==> src/rtl/npc_pkg.sv <==
// Shared types for the next-PC selector.
// Assumes a 3-bit flow code. Codes above JREG are treated as sequential flow.
package npc_pkg;

    typedef enum logic [2:0] {
        FLOW_SEQ  = 3'd0,
        FLOW_BEQ  = 3'd1,
        FLOW_BNE  = 3'd2,
        FLOW_JMP  = 3'd3,
        FLOW_JAL  = 3'd4,
        FLOW_JREG = 3'd5
    } flow_e;

endpackage

==> src/rtl/npc_cmp.sv <==
// Operand equality test for conditional branches.
// Assumes both operands have the same width. The output is purely combinational.
module npc_cmp #(
    parameter int WIDTH = 32
) (
    input  logic [WIDTH-1:0] op_a,
    input  logic [WIDTH-1:0] op_b,
    output logic             same
);

    logic [WIDTH-1:0] diff_bits;

    // Mark bit positions where the operands disagree.
    always_comb begin
        diff_bits = op_a ^ op_b;
    end

    // Operands match when no bit disagrees.
    always_comb begin
        same = ~|diff_bits;
    end

endmodule

==> src/rtl/npc_tgt.sv <==
// Candidate target generation: the sequential address, the PC-relative branch
// target and the region jump target.
// Assumes instruction size is a power of two and that address bits are split
// into region, index and alignment fields.
module npc_tgt #(
    parameter int XLEN        = 32,
    parameter int OFF_W       = 16,
    parameter int IDX_W       = 26,
    parameter int INSTR_BYTES = 4
) (
    input  logic [XLEN-1:0]  pc,
    input  logic [OFF_W-1:0] br_off,
    input  logic [IDX_W-1:0] jmp_idx,
    output logic [XLEN-1:0]  seq_pc,
    output logic [XLEN-1:0]  br_pc,
    output logic [XLEN-1:0]  jmp_pc
);

    localparam int ALIGN_BITS = $clog2(INSTR_BYTES);
    localparam int EXT_W      = XLEN - OFF_W - ALIGN_BITS;
    localparam int REGION_W   = XLEN - IDX_W - ALIGN_BITS;

    logic [XLEN-1:0] off_bytes;

    // Address of the following instruction.
    always_comb begin
        seq_pc = pc + XLEN'(INSTR_BYTES);
    end

    // Offset scaled to bytes, then sign-extended to full width.
    always_comb begin
        off_bytes = {{EXT_W{br_off[OFF_W-1]}}, br_off, {ALIGN_BITS{1'b0}}};
    end

    // Branch target relative to the following instruction.
    always_comb begin
        br_pc = seq_pc + off_bytes;
    end

    // Region jump: keep the upper bits of the following address.
    always_comb begin
        jmp_pc = {seq_pc[XLEN-1 -: REGION_W], jmp_idx, {ALIGN_BITS{1'b0}}};
    end

endmodule

==> src/rtl/npc_link.sv <==
// Return-address generation. A parameter chooses whether the link skips a
// delay slot.
// Assumes a fixed instruction size.
module npc_link #(
    parameter int XLEN           = 32,
    parameter int INSTR_BYTES    = 4,
    parameter bit LINK_PAST_SLOT = 1'b0
) (
    input  logic [XLEN-1:0] pc,
    output logic [XLEN-1:0] link
);

    generate
        if (LINK_PAST_SLOT) begin : g_past_slot
            // Return past the delay-slot instruction.
            always_comb begin
                link = pc + XLEN'(2 * INSTR_BYTES);
            end
        end else begin : g_next_instr
            // Return to the instruction after the call.
            always_comb begin
                link = pc + XLEN'(INSTR_BYTES);
            end
        end
    endgenerate

endmodule

==> src/rtl/npc_unit.sv <==
// Next-PC selector. Chooses the fetch address from the flow code, the branch
// comparison and the candidate targets, and produces the redirect flag, the
// link value and a misaligned register-target flag.
// Assumes a combinational use: all outputs follow the inputs within a cycle.
module npc_unit #(
    parameter int XLEN           = 32,
    parameter int OFF_W          = 16,
    parameter int IDX_W          = 26,
    parameter int INSTR_BYTES    = 4,
    parameter bit LINK_PAST_SLOT = 1'b0
) (
    input  logic [XLEN-1:0]  pc_i,
    input  logic [2:0]       flow_i,
    input  logic [OFF_W-1:0] br_off_i,
    input  logic [IDX_W-1:0] jmp_idx_i,
    input  logic [XLEN-1:0]  reg_tgt_i,
    input  logic [XLEN-1:0]  cmp_a_i,
    input  logic [XLEN-1:0]  cmp_b_i,
    output logic [XLEN-1:0]  next_pc_o,
    output logic             taken_o,
    output logic [XLEN-1:0]  link_o,
    output logic             misalign_o
);
    import npc_pkg::*;

    localparam int ALIGN_BITS = $clog2(INSTR_BYTES);
    localparam int LINK_STEP  = LINK_PAST_SLOT ? 2 * INSTR_BYTES : INSTR_BYTES;

    flow_e           flow;
    logic            ops_equal;
    logic [XLEN-1:0] seq_pc;
    logic [XLEN-1:0] br_pc;
    logic [XLEN-1:0] jmp_pc;
    logic            br_go;

    npc_cmp #(.WIDTH(XLEN)) u_cmp (
        .op_a (cmp_a_i),
        .op_b (cmp_b_i),
        .same (ops_equal)
    );

    npc_tgt #(
        .XLEN        (XLEN),
        .OFF_W       (OFF_W),
        .IDX_W       (IDX_W),
        .INSTR_BYTES (INSTR_BYTES)
    ) u_tgt (
        .pc      (pc_i),
        .br_off  (br_off_i),
        .jmp_idx (jmp_idx_i),
        .seq_pc  (seq_pc),
        .br_pc   (br_pc),
        .jmp_pc  (jmp_pc)
    );

    npc_link #(
        .XLEN           (XLEN),
        .INSTR_BYTES    (INSTR_BYTES),
        .LINK_PAST_SLOT (LINK_PAST_SLOT)
    ) u_link (
        .pc   (pc_i),
        .link (link_o)
    );

    // Decode the raw flow code.
    always_comb begin
        flow = flow_e'(flow_i);
    end

    // Branch decision from the comparison sense.
    always_comb begin
        br_go = ((flow == FLOW_BEQ) &&  ops_equal) ||
                ((flow == FLOW_BNE) && !ops_equal);
    end

    // Select the next fetch address and the redirect flag.
    always_comb begin
        next_pc_o = seq_pc;
        taken_o   = 1'b0;
        case (flow)
            FLOW_BEQ, FLOW_BNE: begin
                if (br_go) begin
                    next_pc_o = br_pc;
                    taken_o   = 1'b1;
                end
            end
            FLOW_JMP, FLOW_JAL: begin
                next_pc_o = jmp_pc;
                taken_o   = 1'b1;
            end
            FLOW_JREG: begin
                next_pc_o = reg_tgt_i;
                taken_o   = 1'b1;
            end
            default: begin
                next_pc_o = seq_pc;
                taken_o   = 1'b0;
            end
        endcase
    end

    // Flag a register target that is not instruction aligned.
    always_comb begin
        misalign_o = (flow == FLOW_JREG) && (|reg_tgt_i[ALIGN_BITS-1:0]);
    end

    // Output relations checked against the port values.
    always_comb begin
        if (flow_i == 3'd0) begin
            AST_SEQ_STEP: assert (!taken_o && next_pc_o == pc_i + XLEN'(INSTR_BYTES));
        end
        if (!taken_o) begin
            AST_FALLTHRU_STEP: assert (next_pc_o == pc_i + XLEN'(INSTR_BYTES));
        end
        if (flow_i == 3'd3 || flow_i == 3'd4) begin
            AST_JUMP_ALIGNED: assert (taken_o && next_pc_o[ALIGN_BITS-1:0] == '0);
        end
        if (flow_i == 3'd5) begin
            AST_JREG_PASS: assert (taken_o && next_pc_o == reg_tgt_i);
        end
        if (misalign_o) begin
            AST_MISALIGN_SRC: assert (flow_i == 3'd5 && next_pc_o[ALIGN_BITS-1:0] != '0);
        end
        AST_LINK_STEP: assert (link_o - pc_i == XLEN'(LINK_STEP));
    end

endmodule

==> config.mk <==
export PLATFORM = sky130hd
export DESIGN_NAME = npc_unit
export DESIGN_NICKNAME = d
export VERILOG_FILES = /design/src/rtl/npc_pkg.sv /design/src/rtl/npc_cmp.sv /design/src/rtl/npc_tgt.sv /design/src/rtl/npc_link.sv /design/src/rtl/npc_unit.sv
export SDC_FILE = /design/constraint.sdc
export NUM_CORES = 1
export LEC_CHECK = 0
export ABC_CLOCK_PERIOD_IN_PS = 5020
export CAP_MARGIN = 20
export CORE_AREA = 2 2 108 110
export DETAILED_ROUTE_END_ITERATION = 10
export DIE_AREA = 0 0 110 112
export PLACE_DENSITY = 0.87
export SLEW_MARGIN = 30
export SYNTH_ARGS = -nofsm -noshare
export SYNTH_HDL_FRONTEND = slang
export SYNTH_SLANG_ARGS = --single-unit
==> constraint.sdc <==
create_clock -name vclk -period 5.02
set_input_delay 1.004 -clock vclk [all_inputs]
set_output_delay 1.004 -clock vclk [all_outputs]
set_load 0.005 [all_outputs]
* Word-level counts from Yosys, hierarchy flattened
Cells that the tools add are included.
Storage, ports and cells: register bits 0, output and inout bits 66, word-level logic and storage cells 22
Cells by class: add/sub/neg operators 2, eq/ne operators 5, mux-type cells 4, bitwise operators 1, reduce and logical (&&, ||, !) cells 10
Operators by type and width (number):
- 32-bit case mux with 3 select lines | 1
- 32-bit by 3-bit adder with 32-bit output (second input constant) | 1
- 32-bit adder | 1
- 32-bit two-way mux | 1
- 32-bit OR reduction | 1
- 32-bit bitwise XOR | 1
- 3-bit by 2-bit == test with 1-bit output (second input constant) | 2
- 3-bit == test (second input constant) | 2
- 2-bit OR reduction | 3
- 3-bit by 1-bit == test with 1-bit output (second input constant) | 1
- 1-bit logical AND | 3
- 3-bit OR reduction | 1
- 1-bit case mux with 2 select lines | 1
- 1-bit zero test | 1
- 1-bit logical OR | 1
- 1-bit two-way mux | 1

* Depth between registers and ports, before layout
Gate-level depths: netlist of run 1.
depth after elaboration 7, mapped depth 17, gate-level depth less buffers 16

* Hierarchy
From an unflattened synthesis of run 1, not the netlist that was laid out.
Unflattened totals: cells, all modules 701, area total of the unflattened synthesis 5173.7 µm²
Modules (own cells, without submodules):
- npc_tgt | times used 1, cells an instance 337, area each 2453.6 µm²
- npc_unit | times used 1, cells an instance 238, area each 1793.0 µm²
- npc_link | times used 1, cells an instance 83, area each 580.6 µm²
- npc_cmp | times used 1, cells an instance 43, area each 346.6 µm²

* Least setup slack after synthesis of run 1
OpenSTA, ideal clock, no wires.
path kind input -> output, from input pc_i[5], to output next_pc_o[31], arrival 4065 ps, slack -49 ps, stages on the path 16, path buffers 1, cells stage by stage and4_1 > and2_1 > and4_1 > buf_2 > nand3_1 > xnor2_1 > ha_1 > a211oi_1 > o21ai_1 > a221o_1 > or2_2 > o21ai_2 > nor3_1 > nor3_1 > nor3_1 > a311oi_1
On the way: word-level cells in the longest chain between the ends 4
Ends and longest elaborated chain:
- start: declaration | RTL line npc_unit.sv:12 | input logic [XLEN-1:0] pc_i,
- 32-bit by 3-bit adder with 32-bit output
- via link_o[16] | RTL line npc_unit.sv:21 | output logic [XLEN-1:0] link_o,
- 32-bit adder | RTL line npc_tgt.sv:37 | br_pc = seq_pc + off_bytes;
- 32-bit two-way mux | RTL line npc_unit.sv:82 | if (br_go) begin
- 32-bit case mux with 3 select lines | RTL line npc_unit.sv:80 | case (flow)
- end: declaration | RTL line npc_unit.sv:19 | output logic [XLEN-1:0] next_pc_o,
The timed path passes the listed nets, and every way through them passes these cells.

* Final worst setup path of run 1
from input pc_i[6], to output next_pc_o[31]
On the way: word-level cells in the longest chain between the ends 4
Ends and longest elaborated chain:
- 32-bit by 3-bit adder with 32-bit output * | RTL line npc_tgt.sv:27 | seq_pc = pc + XLEN'(INSTR_BYTES);
- 32-bit adder | RTL line npc_tgt.sv:37
- 32-bit two-way mux | RTL line npc_unit.sv:82
- 32-bit case mux with 3 select lines * | RTL line npc_unit.sv:80
Every way passes the cells marked *; elsewhere a longest branch is shown, timed or not.

==> results.json, run 1 <==
{
  "die_x_um": 110,
  "antenna_found_initial": 0,
  "crit_end": "next_pc_o[31]",
  "worstPathMaxFanout": 4,
  "rsz0062_at_grt": "yes",
  "worstSetupPathType": "primary input to output pin",
  "nClkBuffers": 0,
  "die_h_um": 112,
  "grt_max_degree": 35,
  "grt_pass1_vias": 6828,
  "first_pass_iters": 5,
  "period_needed_ps": 5530,
  "final_antenna_net_count": 0,
  "routed_wl_um": 25400,
  "powerDensity_mw_per_mm2": 114,
  "fin_nets": 1204,
  "hp-class": "primary input to output pin",
  "initial_core_util_pct": 34.9,
  "setup_viol": 16,
  "rows": 39,
  "wire_per_inst_um": 22.3,
  "ys_top_cells_by_area": "xnor2_1, ha_1, mux2_2",
  "synth.yosys.seq_area_share_pct": 0,
  "cp-end-kind": "output pin",
  "pwr-share-comb_pct": 100.0,
  "core-area_mm2": 0.0112,
  "multi_input_comb_area_mm2": 0.00446,
  "syn_inst": 568,
  "drive_above_1_share_pct": 38.4,
  "ys_types": 58,
  "worst_ep_required_time_ps": 4020,
  "syn_to_final_growth_pct": 124,
  "cp_data_arrival_time_ps": 4530,
  "crit_start": "pc_i[6]",
  "ios": 239,
  "port_buffers": 239,
  "gp_congestion": 0.963,
  "pre_cts_ws_ps": -1230,
  "p_int_mw": 0.545,
  "hold_violations": 0,
  "synth_area_mm2": 0.00390,
  "synth_common_cells": "xnor2_1, nand2_1, o21ai_0",
  "holdWs_ps": 2670,
  "synth_top_area_share_pct": 14.6,
  "clkPwrFrac_pct": 0,
  "seqCellArea_um2": 0,
  "p_sw_mw": 0.454,
  "yosysTopAreaCell": "xnor2_1",
  "cap_violations": 0,
  "syn-num-nets": 776,
  "finalCritPeriodShare_pct": 110,
  "finalWorstSetupSlack_ps": -513,
  "fin_cells": 1137,
  "synth_most_common_cell": "xnor2_1",
  "yosys_warnings": 0,
  "outcome": "finished, violations left",
  "irDropWorstVdd_uv": 70.5,
  "leakage_nw": 3.80,
  "fmaxAchievable_mhz": 181,
  "grt_overflow": 0,
  "tns_ps": -3960,
  "drt_iter0_drc": 701,
  "grt_pass1_wl_um": 33100,
  "drc_errors": 0,
  "dieArea_mm2": 0.0123,
  "seq_power_share_pct": 0,
  "vias": 7043,
  "p_sw_share_pct": 45.4,
  "numPlacedInstances": 1088,
  "relSlewSlack_pct": 68.2,
  "via_per_inst": 6.19,
  "dp_hpwl_um": 15500,
  "tightestPinTransition_ps": 477,
  "drv_slew": 0,
  "diodes": 0,
  "crit_path_start_kind": "primary input",
  "avgSynthCellArea_um2": 6.87,
  "seq_cell_count": 0,
  "fill_cells": 677,
  "grt_use_total_pct": 33.5,
  "violations": "negative setup slack"
}
==> metal layers <==
layer  global-route usage (%)  up-vias  part of all wire, %
met1                     34.2     3232                   33
met3                     5.80      227                   11
li1                         -     2992                    -
met5                        0        -                    0
met4                     21.4        0                  9.6
met2                     61.3      592                   47
==> power groups by stage <==
stage	sequential, mW	combinational (mW)	clock (mW)
finish	0	1.00	0
global placement	0	0.789	0
floorplan	0	0.343	0
detailed placement	0	0.806	0
global route	0	1.04	0
CTS	0	0.866	0
==> metrics by stage <==
stage	area (µm²)	utilization (%)	total power, mW
after floorplan	3910	-	0.343
after global placement	7630	68.3	0.789
after detailed placement	7630	68.3	0.806
after CTS	8280	74.1	0.866
after global routing	8740	78.2	1.04
final	8740	78.2	1.00
==> critical path, stage by stage <==
cell and delay [ps]:
buf_6 70, and4_4 250, and2_4 150, and4_4 270, buf_6 140, buf_6 110, and2_4 190, nand2_4 80
xnor2_4 200, ha_4 260, a21oi_2 280, nand2_1 100, or2_4 260, o21ai_4 250, buf_6 160, o2111a_1 250
nor3_4 70, a311oi_2 280, buf_2 160
==> worst min-delay path by stage <==
| stage | slack (ps) | cells past startpoint | end | from |
|---|---|---|---|---|
| after floorplan | 2040 | 1 | link_o[2] | pc_i[2] |
| after global placement | 2910 | 2 | link_o[1] | pc_i[1] |
| after detailed placement | 2920 | 2 | link_o[1] | pc_i[1] |
| after CTS | 2780 | 5 | next_pc_o[20] | flow_i[0] |
| after global routing | 2710 | 7 | next_pc_o[7] | pc_i[7] |
| final | 2670 | 7 | next_pc_o[7] | pc_i[7] |
==> logic make-up (layout without fill, tap and decap cells) <==
kind of cell,after synthesis,after routing,synth area share (%)
mux,29,29,8.59
simple gates,193,193,25.0
xor+xnor,84,84,18.8
compound gates,178,178,30.9
fa+ha+maj,35,35,11.4
buf+inv,49,475,5.29
==> final cells by class <==
type               instances  area share [%]
repair buffers           456            46.0
inverters                 19           0.816
well taps                143            2.05
multi-input cells        519            51.1
==> timing repair <==
| action | CTS | global route |
|---|---|---|
| pin swaps | 78 | 58 |
| setup buffers | 32 | 18 |
| hold buffers | 0 | 0 |
| gates resized for setup | 199 | 81 |
| endpoints found under the setup margin | 25 | 24 |
==> layout by cell type, fill, tap and decap left out, drive strengths merged, types with 6 or more instances in the layout <==
cell type,instances
a211oi,7
a21o,22
a21oi,37
a222oi,12
a31oi,9
and2,6
and3,6
buf,240
clkdlybuf4s50,196
dlygate4sd2,12
ha,34
inv,19
mux2,26
nand2,58
nand2b,8
nand3,24
nand4,17
nor2,34
nor2b,7
nor3,13
o21ai,47
xnor2,65
xor2,19
Power figures use the tool's default switching activity.
==> run 2: changes to the inputs <==
- SKIP_LAST_GASP: unset -> 1
==> run 2 against run 1 <==
Effect of this change:
- first-iteration DRC count decreased by 11%
- sequential share of layout area unchanged
- critical path depth unchanged
- die area unchanged
- routed wire length decreased by 1.9%
- combinational power about the same
- critical path type unchanged
- the flow still finishes with violations (negative setup slack)
==> results.json, run 2 (synthesis gave the netlist of run 1 again) <==
{
  "outcome": "finished, violations left",
  "violations": "negative setup slack",
  "leakage_nw": 3.80,
  "dpl-instance-area_mm2": 0.00763,
  "drc_errors": 0,
  "die_h_um": 112,
  "core-area_mm2": 0.0112,
  "drt_iter0_drc": 621,
  "setup_viol": 17,
  "worstPathMaxFanout": 4,
  "hold_violations": 0,
  "crit_chain": "buf_6 -> and4_4 -> and2_4 -> and4_4 -> buf_6 -> buf_6 -> and2_4 -> nand2_4 -> xnor2_4 -> ha_4 -> a21oi_2 -> nand2_1 -> or2_4 -> o21ai_4 -> buf_6 -> o2111a_1 -> nor3_4 -> a311oi_2 -> buf_2",
  "final_util_pct": 78.1,
  "grt_pass1_wl_um": 33100,
  "dieArea_mm2": 0.0123,
  "diodes": 0,
  "routed_wl_um": 24900,
  "initial_core_util_pct": 34.9,
  "final_common_cell": "buf_4",
  "tightestPinTransition_ps": 466,
  "drv_slew": 0,
  "drive_above_1_share_pct": 38.3,
  "relSlewSlack_pct": 68.9,
  "rows": 39,
  "cp_top_family": "simple AND/OR/NAND/NOR gates",
  "grt_use_total_pct": 33.5,
  "final_cell_mix": "buf_4, clkdlybuf4s50_1, xnor2_1",
  "p_total_mw": 0.990,
  "worstHoldPathCells": 7,
  "slowest_stage": "and4_4",
  "period_needed_ps": 5490,
  "worst-path-buf-inv": 5,
  "worst_ep_required_time_ps": 4020,
  "crit_top_cell": "buf_6",
  "powerDensity_mw_per_mm2": 113,
  "via_per_inst": 6.10,
  "rsz0062_at_grt": "yes",
  "die_x_um": 110,
  "crit_path_start_kind": "primary input",
  "syn_to_final_growth_pct": 123,
  "fin_nets": 1204,
  "finalWorstSetupSlack_ps": -466,
  "seqCellArea_um2": 0,
  "hp-class": "primary input to output pin",
  "port_buffers": 239,
  "grt_max_degree": 35,
  "final_area_mm2": 0.00873,
  "postCtsHoldBufs": 0,
  "tns_ps": -3740,
  "slowest_delay_ps": 280,
  "cp_data_arrival_time_ps": 4480,
  "finalCritPeriodShare_pct": 109,
  "antenna_found_initial": 0,
  "worstHoldStart": "pc_i[7]",
  "grt_pass1_vias": 6828,
  "ios": 239,
  "gp_congestion": 0.963,
  "worstSetupPathType": "primary input to output pin",
  "final_antenna_net_count": 0,
  "fmaxAchievable_mhz": 182,
  "nClkBuffers": 0,
  "first_pass_iters": 5,
  "dp_hpwl_um": 15500,
  "seq_cell_count": 0,
  "cap_violations": 0,
  "cp-end-kind": "output pin",
  "min_to": "next_pc_o[7]",
  "irDropWorstVdd_uv": 70.1,
  "vias": 6940,
  "grt_overflow": 0,
  "wire_per_inst_um": 21.9
}
==> run 2: changes by cell type in the layout (fill, tap and decap cells not counted) <==
cell / delta
clkbuf_2: +1
o21ai_1: -1
buf_6: -1
o21ai_0: +1
a21oi_2: -1
a21oi_1: +1
==> run 2: where the power goes <==
| part | internal [mW] | switching, mW |
|---|---|---|
| combinational | 0.544 | 0.445 |
| clock | 0 | 0 |
| sequential | 0 | 0 |
| total | 0.544 | 0.445 |
==> run 2: layout make-up <==
type | instances | area, µm²
timing repair buffer | 456 | 4020
multi-input combinational | 519 | 4460
fill | 685 | 2450
inverter | 19 | 71.3
tap | 143 | 179
==> run 2: per-layer routing <==
metal / wire, µm / track usage (%) / vias to the layer above
met3: 2420 / 5.80 / 186
met4: 2010 / 21.4 / 0
li1: - / - / 2988
met2: 12100 / 61.3 / 574
met5: 0 / 0 / -
met1: 8340 / 34.2 / 3192
==> run 2: worst max-delay path by stage <==
stage | start | cells past startpoint | endpoint
floorplan | pc_i[5] | 16 | next_pc_o[31]
global placement | pc_i[4] | 18 | next_pc_o[29]
detailed placement | pc_i[5] | 18 | next_pc_o[29]
CTS | pc_i[6] | 18 | next_pc_o[31]
global route | pc_i[8] | 19 | next_pc_o[23]
finish | pc_i[6] | 19 | next_pc_o[31]
==> run 2: metrics by stage <==
step / instances / hold WS [ps] / worst slack [ps]
floorplan: 568 / 2040 / 41.8
global placement: 1088 / 2910 / -1060
detailed placement: 1088 / 2920 / -1230
CTS: 1120 / 2780 / -222
global route: 1137 / 2790 / -527
finish: 1137 / 2720 / -466
==> run 2: repair_timing <==
| item | in CTS | in global routing |
|---|---|---|
| endpoints found under the setup margin | 25 | 24 |
| hold endpoints to repair | 0 | 0 |
| setup buffers | 32 | 18 |
| resized for setup | 199 | 77 |
| pin swaps | 78 | 58 |
